==> src/rtl/rxs_pkg.sv <==
package rxs_pkg;
   typedef struct packed {
      logic beat;
      logic start;
      logic fin;
      logic hdr;
      logic first;
      logic last;
      logic stat;
   } rxs_flags_t;

   localparam rxs_flags_t RXS_IDLE = '{default: 1'b0};
endpackage

==> src/rtl/rxs_cap_calc.sv <==
module rxs_cap_calc #(
   parameter int SIZE_W    = 8,
   parameter int UNIT_LOG2 = 6,
   parameter int CNT_W     = 16
) (
   input  logic [SIZE_W-1:0] units,
   output logic [CNT_W-1:0]  cap
);
   localparam int CAP_W = SIZE_W + UNIT_LOG2;

   generate
      if (UNIT_LOG2 == 0) begin : g_direct
         assign cap = CNT_W'(units);
      end else begin : g_shift
         logic [CAP_W-1:0] scaled;
         assign scaled = {units, {UNIT_LOG2{1'b0}}};
         assign cap    = CNT_W'(scaled);
      end
   endgenerate
endmodule

==> src/rtl/rxs_hdr_track.sv <==
module rxs_hdr_track #(
   parameter int HLEN_W = 8,
   parameter int FLEN_W = 16
) (
   input  logic              clk,
   input  logic              rst_n,
   input  logic              in_valid,
   input  logic              in_sof,
   input  logic              split_en,
   input  logic              hdr_len_valid,
   input  logic [HLEN_W-1:0] hdr_len,
   output logic              hdr_byte,
   output logic              hdr_last
);
   logic              split_q;
   logic [HLEN_W-1:0] hlen_q;
   logic [FLEN_W-1:0] idx_q;

   logic              act_now;
   logic [HLEN_W-1:0] hlen_now;
   logic [FLEN_W-1:0] idx_now;
   logic [FLEN_W-1:0] hlen_ext;

   always_comb begin
      act_now  = in_sof ? (split_en && hdr_len_valid && (hdr_len != '0)) : split_q;
      hlen_now = in_sof ? hdr_len : hlen_q;
      if (in_sof)
         idx_now = FLEN_W'(1);
      else if (&idx_q)
         idx_now = idx_q;
      else
         idx_now = idx_q + FLEN_W'(1);
      hlen_ext = FLEN_W'(hlen_now);
      hdr_byte = act_now && (idx_now <= hlen_ext);
      hdr_last = act_now && (idx_now == hlen_ext);
   end

   always_ff @(posedge clk) begin
      if (!rst_n) begin
         split_q <= 1'b0;
         hlen_q  <= '0;
         idx_q   <= '0;
      end else if (in_valid) begin
         split_q <= act_now;
         hlen_q  <= hlen_now;
         idx_q   <= idx_now;
      end
   end
endmodule

==> src/rtl/rxs_stat_sel.sv <==
module rxs_stat_sel (
   input  logic crc_rpt_en,
   input  logic fcs_err,
   input  logic vlan_cfi,
   output logic stat
);
   assign stat = crc_rpt_en ? fcs_err : vlan_cfi;
endmodule

==> src/rtl/rxs_cut_ctrl.sv <==
module rxs_cut_ctrl
   import rxs_pkg::*;
#(
   parameter int CNT_W = 16
) (
   input  logic             clk,
   input  logic             rst_n,
   input  logic             in_valid,
   input  logic             in_sof,
   input  logic             in_eof,
   input  logic [CNT_W-1:0] cap,
   input  logic             inf_last_en,
   input  logic             ring_last,
   input  logic             hdr_byte,
   input  logic             hdr_last,
   input  logic             stat_in,
   output rxs_flags_t       flags,
   output logic [CNT_W-1:0] cnt
);
   logic             open_q;
   logic [CNT_W-1:0] fill_q;
   logic             unb_q;
   logic             first_q;
   logic             pend_q;
   logic             pend_stat_q;

   logic             start_now;
   logic             unb_now;
   logic [CNT_W-1:0] pos;
   logic             first_now;
   logic             cut_size;
   logic             end_now;
   logic             last_now;
   logic             need_empty;

   always_comb begin
      start_now = in_sof || !open_q;
      unb_now   = start_now ? (inf_last_en && ring_last) : unb_q;
      if (start_now)
         pos = CNT_W'(1);
      else if (&fill_q)
         pos = fill_q;
      else
         pos = fill_q + CNT_W'(1);
      first_now  = in_sof || (!start_now && first_q);
      cut_size   = !unb_now && (pos == cap);
      end_now    = in_eof || cut_size || hdr_last;
      last_now   = in_eof && !hdr_byte;
      need_empty = in_eof && hdr_byte;
   end

   always_ff @(posedge clk) begin
      if (!rst_n) begin
         open_q      <= 1'b0;
         fill_q      <= '0;
         unb_q       <= 1'b0;
         first_q     <= 1'b0;
         pend_q      <= 1'b0;
         pend_stat_q <= 1'b0;
         flags       <= RXS_IDLE;
         cnt         <= '0;
      end else if (in_valid) begin
         open_q      <= !end_now;
         fill_q      <= pos;
         unb_q       <= unb_now;
         first_q     <= first_now;
         pend_q      <= need_empty;
         pend_stat_q <= stat_in;
         flags.beat  <= 1'b1;
         flags.start <= start_now;
         flags.fin   <= end_now;
         flags.hdr   <= hdr_byte;
         flags.first <= first_now;
         flags.last  <= last_now;
         flags.stat  <= last_now && stat_in;
         cnt         <= pos;
      end else if (pend_q) begin
         pend_q      <= 1'b0;
         flags.beat  <= 1'b0;
         flags.start <= 1'b1;
         flags.fin   <= 1'b1;
         flags.hdr   <= 1'b0;
         flags.first <= 1'b0;
         flags.last  <= 1'b1;
         flags.stat  <= pend_stat_q;
         cnt         <= '0;
      end else begin
         flags <= RXS_IDLE;
         cnt   <= '0;
      end
   end
endmodule

==> src/rtl/rxs_top.sv <==
module rxs_top
   import rxs_pkg::*;
#(
   parameter int SIZE_W    = 8,
   parameter int UNIT_LOG2 = 6,
   parameter int HLEN_W    = 8,
   parameter int FLEN_W    = 16,
   parameter int CNT_W     = 16
) (
   input  logic              clk,
   input  logic              rst_n,
   input  logic              in_valid,
   input  logic              in_sof,
   input  logic              in_eof,
   input  logic              hdr_len_valid,
   input  logic [HLEN_W-1:0] hdr_len,
   input  logic [SIZE_W-1:0] buf_units,
   input  logic              split_en,
   input  logic              inf_last_en,
   input  logic              ring_last,
   input  logic              crc_rpt_en,
   input  logic              fcs_err,
   input  logic              vlan_cfi,
   output logic              o_beat,
   output logic              o_start,
   output logic              o_end,
   output logic              o_hdr,
   output logic              o_first,
   output logic              o_last,
   output logic              o_stat,
   output logic [CNT_W-1:0]  o_cnt
);
   localparam int CAP_W = SIZE_W + UNIT_LOG2;

   generate
      if (CNT_W < CAP_W) begin : g_bad_cnt
         $error("rxs_top: CNT_W must hold the largest buffer size");
      end
      if (FLEN_W < HLEN_W) begin : g_bad_flen
         $error("rxs_top: FLEN_W must be at least HLEN_W");
      end
   endgenerate

   logic [CNT_W-1:0] cap;
   logic             hdr_byte;
   logic             hdr_last;
   logic             stat_in;
   rxs_flags_t       flags;

   rxs_cap_calc #(.SIZE_W(SIZE_W), .UNIT_LOG2(UNIT_LOG2), .CNT_W(CNT_W)) u_cap (
      .units (buf_units),
      .cap   (cap)
   );

   rxs_hdr_track #(.HLEN_W(HLEN_W), .FLEN_W(FLEN_W)) u_hdr (
      .clk           (clk),
      .rst_n         (rst_n),
      .in_valid      (in_valid),
      .in_sof        (in_sof),
      .split_en      (split_en),
      .hdr_len_valid (hdr_len_valid),
      .hdr_len       (hdr_len),
      .hdr_byte      (hdr_byte),
      .hdr_last      (hdr_last)
   );

   rxs_stat_sel u_stat (
      .crc_rpt_en (crc_rpt_en),
      .fcs_err    (fcs_err),
      .vlan_cfi   (vlan_cfi),
      .stat       (stat_in)
   );

   rxs_cut_ctrl #(.CNT_W(CNT_W)) u_cut (
      .clk         (clk),
      .rst_n       (rst_n),
      .in_valid    (in_valid),
      .in_sof      (in_sof),
      .in_eof      (in_eof),
      .cap         (cap),
      .inf_last_en (inf_last_en),
      .ring_last   (ring_last),
      .hdr_byte    (hdr_byte),
      .hdr_last    (hdr_last),
      .stat_in     (stat_in),
      .flags       (flags),
      .cnt         (o_cnt)
   );

   assign o_beat  = flags.beat;
   assign o_start = flags.start;
   assign o_end   = flags.fin;
   assign o_hdr   = flags.hdr;
   assign o_first = flags.first;
   assign o_last  = flags.last;
   assign o_stat  = flags.stat;
endmodule

==> config.mk <==
export PLATFORM = sky130hd
export DESIGN_NAME = rxs_top
export DESIGN_NICKNAME = d
export VERILOG_FILES = /design/src/rtl/rxs_pkg.sv /design/src/rtl/rxs_cap_calc.sv /design/src/rtl/rxs_hdr_track.sv /design/src/rtl/rxs_stat_sel.sv /design/src/rtl/rxs_cut_ctrl.sv /design/src/rtl/rxs_top.sv
export SDC_FILE = /design/constraint.sdc
export NUM_CORES = 1
export LEC_CHECK = 0
export ABC_AREA = 1
export BUFFER_PORTS_ARGS = -buffer_cell sky130_fd_sc_hd__buf_2
export CAP_MARGIN = 10
export CORE_MARGIN = 2
export CORE_UTILIZATION = 57
export DETAILED_ROUTE_END_ITERATION = 12
export GPL_ROUTABILITY_DRIVEN = 1
export PLACE_DENSITY = 0.86
export SLEW_MARGIN = 20
export SYNTH_ARGS = -nofsm -noshare
export SYNTH_HDL_FRONTEND = slang
export SYNTH_SLANG_ARGS = --single-unit
==> constraint.sdc <==
create_clock -name clk -period 3.55 [get_ports clk]
set_input_delay 1.065 -clock clk [delete_from_list [all_inputs] [get_ports clk]]
set_output_delay 1.065 -clock clk [all_outputs]
set_load 0.01 [all_outputs]
### After elaboration in Yosys (flattened, before gate mapping)

Index checks and enable logic that the tools add are counted.

| word-level totals | value |
|---|---|
| flip-flop bits (word level) | 69 |
| bits of input ports | 28 |
| output and inout port bits | 23 |

| operators by class | value |
|---|---|
| add/subtract/negate cells | 2 |
| $lt $le $gt $ge | 1 |
| equality and inequality tests | 2 |
| multiplexer cells | 10 |
| reduce and logical (&&, ||, !) cells | 23 |

Operator list:

| operator | count |
|---|---|
| two-way mux 16 bit | 4 |
| adder 16 x 1 -> 16 bit (second input constant) | 2 |
| AND reduction 16 bit | 2 |
| equality test 16 x 14 -> 1 bit | 1 |
| equality test 16 x 8 -> 1 bit | 1 |
| less-or-equal comparator 16 x 8 -> 1 bit | 1 |
| logical AND 1 bit | 10 |
| two-way mux 8 bit | 1 |
| nonzero test 8 bit | 1 |
| two-way mux 7 bit | 1 |
| two-way mux 6 bit | 1 |
| logical NOT 1 bit | 5 |
| logical OR 1 bit | 4 |
| two-way mux 1 bit | 3 |
| AND reduction 2 bit | 1 |

### Longest topological paths before layout

| depth | value |
|---|---|
| depth in word-level cells | 9 |
| mapped depth | 22 |

### Hierarchy

From an unflattened synthesis, not the netlist that was laid out.

| unflattened totals | value |
|---|---|
| cells, all modules | 594 |
| area total of the unflattened synthesis | 4,037.6 um^2 |

Modules (own cells, without submodules):

| module | instances | cells each | area an instance (um^2) | sequential area each (um^2) |
|---|---|---|---|---|
| rxs_cut_ctrl | 1 | 301 | 2,077.0 | 880.8 |
| rxs_hdr_track | 1 | 272 | 1,821.7 | 500.5 |
| rxs_cap_calc | 1 | 17 | 123.9 | 0.0 |
| rxs_stat_sel | 1 | 4 | 15.0 | 0.0 |

### Least setup slack after synthesis

OpenSTA, ideal clock, no wires.

| timing path | value |
|---|---|
| path kind | input to register |
| start | input port in_sof |
| end | register u_cut.flags[1] (netlist name) |
| setup time | 0.122 ns |
| data arrival time | 2.733 ns |
| data required time | 3.428 ns |
| path slack | 0.695 ns |
| cell stages on the path | 13 |
| cells stage by stage | clkbuf_1 clkbuf_1 nand2_1 o21ai_0 ha_1 a21oi_1 o21ai_0 nand2_1 o211ai_1 a21oi_1 nand3_2 nand3_1 o21ai_0 |

| on the way | value |
|---|---|
| longest elaborated chain between the ends | 6 |
| elaborated cells on any way between the ends | 8 |
| those cells by class | order compare (1); mux (4); reduce/logical (3) |

Ends and longest elaborated chain:

| what | RTL line | RTL |
|---|---|---|
| start: declaration | rxs_top.sv:13 | `input logic in_sof,` |
| two-way mux 16 bit or two-way mux 8 bit (tied branches) | rxs_hdr_track.sv:27, rxs_hdr_track.sv:26 |  |
| less-or-equal comparator 16 x 8 -> 1 bit | rxs_hdr_track.sv:34 | `hdr_byte = act_now && (idx_now <= hlen_ext);` |
| logical AND 1 bit * | rxs_hdr_track.sv:34 |  |
| logical NOT 1 bit * | rxs_cut_ctrl.sv:48 | `last_now = in_eof && !hdr_byte;` |
| logical AND 1 bit * | rxs_cut_ctrl.sv:48 |  |
| two-way mux 7 bit * | rxs_cut_ctrl.sv:62 | `end else if (in_valid) begin` |

Every way passes the cells marked *; elsewhere a longest branch is shown, timed or not.
A chain may end at the register's enable or synchronous reset.

### Final worst setup path

| timing path | value |
|---|---|
| start | register u_hdr.idx_q[1] |
| end | register u_cut.flags[1] (netlist name) |

| on the way | value |
|---|---|
| longest elaborated chain between the ends | 8 |
| elaborated cells on any way between the ends | 9 |
| those cells by class | add/sub (1); order compare (1); mux (3); reduce/logical (4) |

Ends and longest elaborated chain:

| what | RTL line | RTL |
|---|---|---|
| start: declaration | rxs_hdr_track.sv:17 | `logic [FLEN_W-1:0] idx_q;` |
| start signal: assignment | rxs_hdr_track.sv:46 | `idx_q <= idx_now;` |
| adder 16 x 1 -> 16 bit or AND reduction 16 bit (tied branches) | rxs_hdr_track.sv:32, rxs_hdr_track.sv:29 |  |
| two-way mux 16 bit * | rxs_hdr_track.sv:29 | `else if (&idx_q)` |
| two-way mux 16 bit * | rxs_hdr_track.sv:27 | `if (in_sof)` |
| via u_hdr.idx_now[6] | rxs_hdr_track.sv:21 | `logic [FLEN_W-1:0] idx_now;` |
| less-or-equal comparator 16 x 8 -> 1 bit * | rxs_hdr_track.sv:34 |  |
| logical AND 1 bit * | rxs_hdr_track.sv:34 |  |
| logical NOT 1 bit * | rxs_cut_ctrl.sv:48 |  |
| logical AND 1 bit * | rxs_cut_ctrl.sv:48 |  |
| two-way mux 7 bit * | rxs_cut_ctrl.sv:62 |  |

Mark *: on every way through the listed nets, which the timed path passes. The rest lies on a longest branch.

==> metrics.txt <==
CTS tree=done; Critical Path, Cell by Cell=ha_1 > nand2_1 > inv_1 > nand2_1 > nor2_4 > nand3_2 > inv_1 > nor3_1 > a211oi_1 > ha_1 > nand2_1 > nor2_1 > nand2_1 > o211ai_1 > a21oi_1 > nand3_2 > nand3_1 > o21ai_0; data required time of the worst path=3780 ps; Critical Path End Type=flip-flop; drt initial violations=378; Fill cells=546; Syn Nets=555; Worst Tran Pin Value=556 ps; post-synth top area cell=dfxtp_1; Yosys warning count=0; Critical path origin=u_hdr.idx_q[1]; Die Wd=83.8 µm; Num CTS Buffers=9; Pre-Repair DR Iteration Count=6; CP max stage delay=420 ps; worst path bufs/invs=2; relative slew slack=0.630; Cells after Synth=517; CTS Hold Buffers Added=0; VDD IR-drop max=0.000261 V; WS Path Type=flip-flop to flip-flop; DR vias=3,672; fmax=0.333 GHz; clk_lat worst skew=360 ps; Antenna diodes=0; number of vias per cell=5.67; critical path's top delay family=simple AND/OR/NAND/NOR gates; Synth top area share=0.381; RSZ-0062 raised after global routing=no; FF-to-FF End=u_cut.flags[1]; Core Rows=29; status=finished, final reports clean; slowest CP cell=dfxtp_1; internal power=1.19 mW; initial antenna violation count=0; final layout net count=605; Slew Viols, Final=0; Power Total=1.58 mW; Total GRT Usage=0.264; FF-to-FF setup slack=550 ps; Core Box Area=6240 µm²; clk root buf=clkbuf_8; Setup crit start kind=flip-flop; fraction of layout instances using a drive strength above 1=0.168; WL per Instance=14.0 µm; Syn-to-layout area delta=14.2%; ANT nets after route=0; hold path cells=2; Fin. Hold Viols=0; Hold WC Path Type=flip-flop to flip-flop; Final TNS setup=0 ps; GRT overflow=0; worst hold path endpoint=u_hdr.hlen_q[5]; post-synthesis sequential area ratio=0.381; Mean Syn Cell Area=7.02 µm²; part of the power in combinational logic=0.073; boundary pin count=51; Finish-stage setup viols=0; reported net switching power=0.394 mW; Final Cycle Share=0.845; clk sinks=69; post-CTS sizing=0; vias in the first global route=3,352; Max Cap Viol=0; HP Start=u_hdr.hlen_q[5]; first-pass GRT wire length=15,200 µm; largest cells by area after synthesis=dfxtp_1, nand2_1, nand3_1; Flop pwr share=0.504; PnR worst setup slack=550 ps; worst clock skew=6.49 ps; post-synthesis cell type count=36; DRC Markers=0; Clk pwr share=0.422; PD cells=381 nW/µm²; final RePlAce weighted congestion=0.892; pre-CTS setup slack=312 ps; number of port buffers=50; Sw Share=0.249; synthesized area=3630 µm²; cell mode on critical path=nand2_1; crit path max fanout=7; hpwl dp=6370 µm; Worst EP arrival=3230 ps; CTS max path bufs=2; crit path time final=3000 ps; pin count of the biggest net entering global routing=57; Die Ht=83.8 µm; LEAKAGE=1.88 nW; setup bufs post-CTS=0; Routed WL=9050 µm; die area=7020 µm²; Reg2Reg Launch Point=u_hdr.idx_q[1]; Initial Util=0.582; CTS clk-pin slew, worst paths=80 ps; htree depth=3; #FFs+latches synth=69; reg2reg path depth=18
[cells by family after synthesis]
| kind of cell | synth area share |
|---|---|
| AO/OA/AOI/OAI | 0.131 |
| XOR/XNOR | 0.0145 |
| adder cells (fa/ha/maj) | 0.0345 |
| buffers and inverters | 0.0782 |
| flip-flops | 0.381 |
| multiplexers | 0.00552 |
| AND/OR/NAND/NOR | 0.355 |
[stage by stage]
step / area, µm² / util / cells / hold WS [ps]
3_5_place_dp: 3950 / 0.633 / 633 / 442
2_1_floorplan: 3630 / - / 517 / 423
3_3_place_gp: 3950 / 0.633 / 633 / 436
5_1_grt: 4150 / 0.664 / 648 / 488
4_1_cts: 4150 / 0.664 / 648 / 462
6_report: 4150 / 0.664 / 648 / 457
[worst register-to-register path, delay by kind of cell (launching register included)]
| kind | cells | cell delay (ps) |
|---|---|---|
| AND/OR/NAND/NOR | 10 | 1080 |
| flip-flops | 1 | 420 |
| AO/OA/AOI/OAI | 4 | 640 |
| adder cells (fa/ha/maj) | 2 | 550 |
| buffers and inverters | 2 | 200 |
[power groups by stage]
stage / Combinational (mW) / Clock, mW / Sequential (mW)
2_1_floorplan: 0.0715 / 0 / 0.815
3_3_place_gp: 0.111 / 0 / 0.814
3_5_place_dp: 0.115 / 0 / 0.815
4_1_cts: 0.115 / 0.662 / 0.797
5_1_grt: 0.131 / 0.695 / 0.799
6_report: 0.116 / 0.668 / 0.797
[synth_stat cells]
master	instances
nand3_2	4
inv_2	1
a22o_1	2
nor3_1	5
buf_2	2
and2_1	1
xor2_1	6
buf_1	1
inv_1	56
o21ai_0	41
nor2_2	5
mux2i_1	2
clkbuf_1	12
nor2_8	2
nor3_2	1
o211a_1	1
nor2_4	4
a211oi_1	1
o21ai_1	1
nand2_4	2
clkinv_1	3
nand2_1	126
dfxtp_1	69
o211ai_1	2
nand3b_1	5
nor2_1	51
nand4_1	15
o21ai_2	1
or2_2	1
nand2_2	5
o22ai_1	25
a31oi_1	1
nand4_4	1
nand3_1	43
ha_1	10
a21oi_1	9
[layer usage]
layer / up-vias / track usage / share of wire
met3: 23 / 0.0485 / 0.070
li1: 1817 / - / -
met4: 0 / 0.114 / 0.018
met2: 155 / 0.399 / 0.46
met5: - / 0 / 0
met1: 1677 / 0.370 / 0.45
[placed cells by master, fill, tap and decap left out, types with 3 or more instances in the layout]
master / instances
a21oi_1: 9
o21ai_0: 41
nand2_1: 126
o22ai_1: 25
clkbuf_8: 11
nand3b_1: 5
nand3_2: 4
nor3_1: 5
dfxtp_1: 69
nand4_1: 15
nand2_2: 5
nor2_1: 51
xor2_1: 6
buf_2: 50
inv_1: 56
buf_4: 4
nand3_1: 43
clkinv_1: 3
nor2_4: 4
ha_1: 10
nor2_2: 5
[registers in the layout, summed over array words and instances, names as in the netlist]
name               flops
u_cut.cnt             16
u_cut.fill_q          16
u_hdr.idx_q           16
u_hdr.hlen_q           8
u_cut.flags            7
u_cut.first_q          1
u_cut.open_q           1
u_cut.pend_q           1
u_cut.pend_stat_q      1
u_cut.unb_q            1
u_hdr.split_q          1
[final cells by class]
type / count / area, µm² / area share
Clock buffer: 11 / 151 / 0.0365
Tap cell: 77 / 96.3 / 0.0232
Clock inverter: 4 / 47.5 / 0.0115
Inverter: 60 / 225 / 0.0543
Sequential cell: 69 / 1380 / 0.333
Multi-Input combinational cell: 373 / 1960 / 0.474
Timing Repair Buffer: 54 / 280 / 0.0676
[how the worst max path moves through the flow]
stage	slack, ps	depth (start not counted)	end
2_1_floorplan	690	13	u_cut.flags[1]
3_3_place_gp	420	13	u_cut.flags[1]
3_5_place_dp	310	13	u_cut.flags[1]
4_1_cts	580	18	u_cut.flags[1]
5_1_grt	290	19	u_cut.open_q
6_report	550	18	u_cut.flags[1]
(Power assumes the default switching activity.)
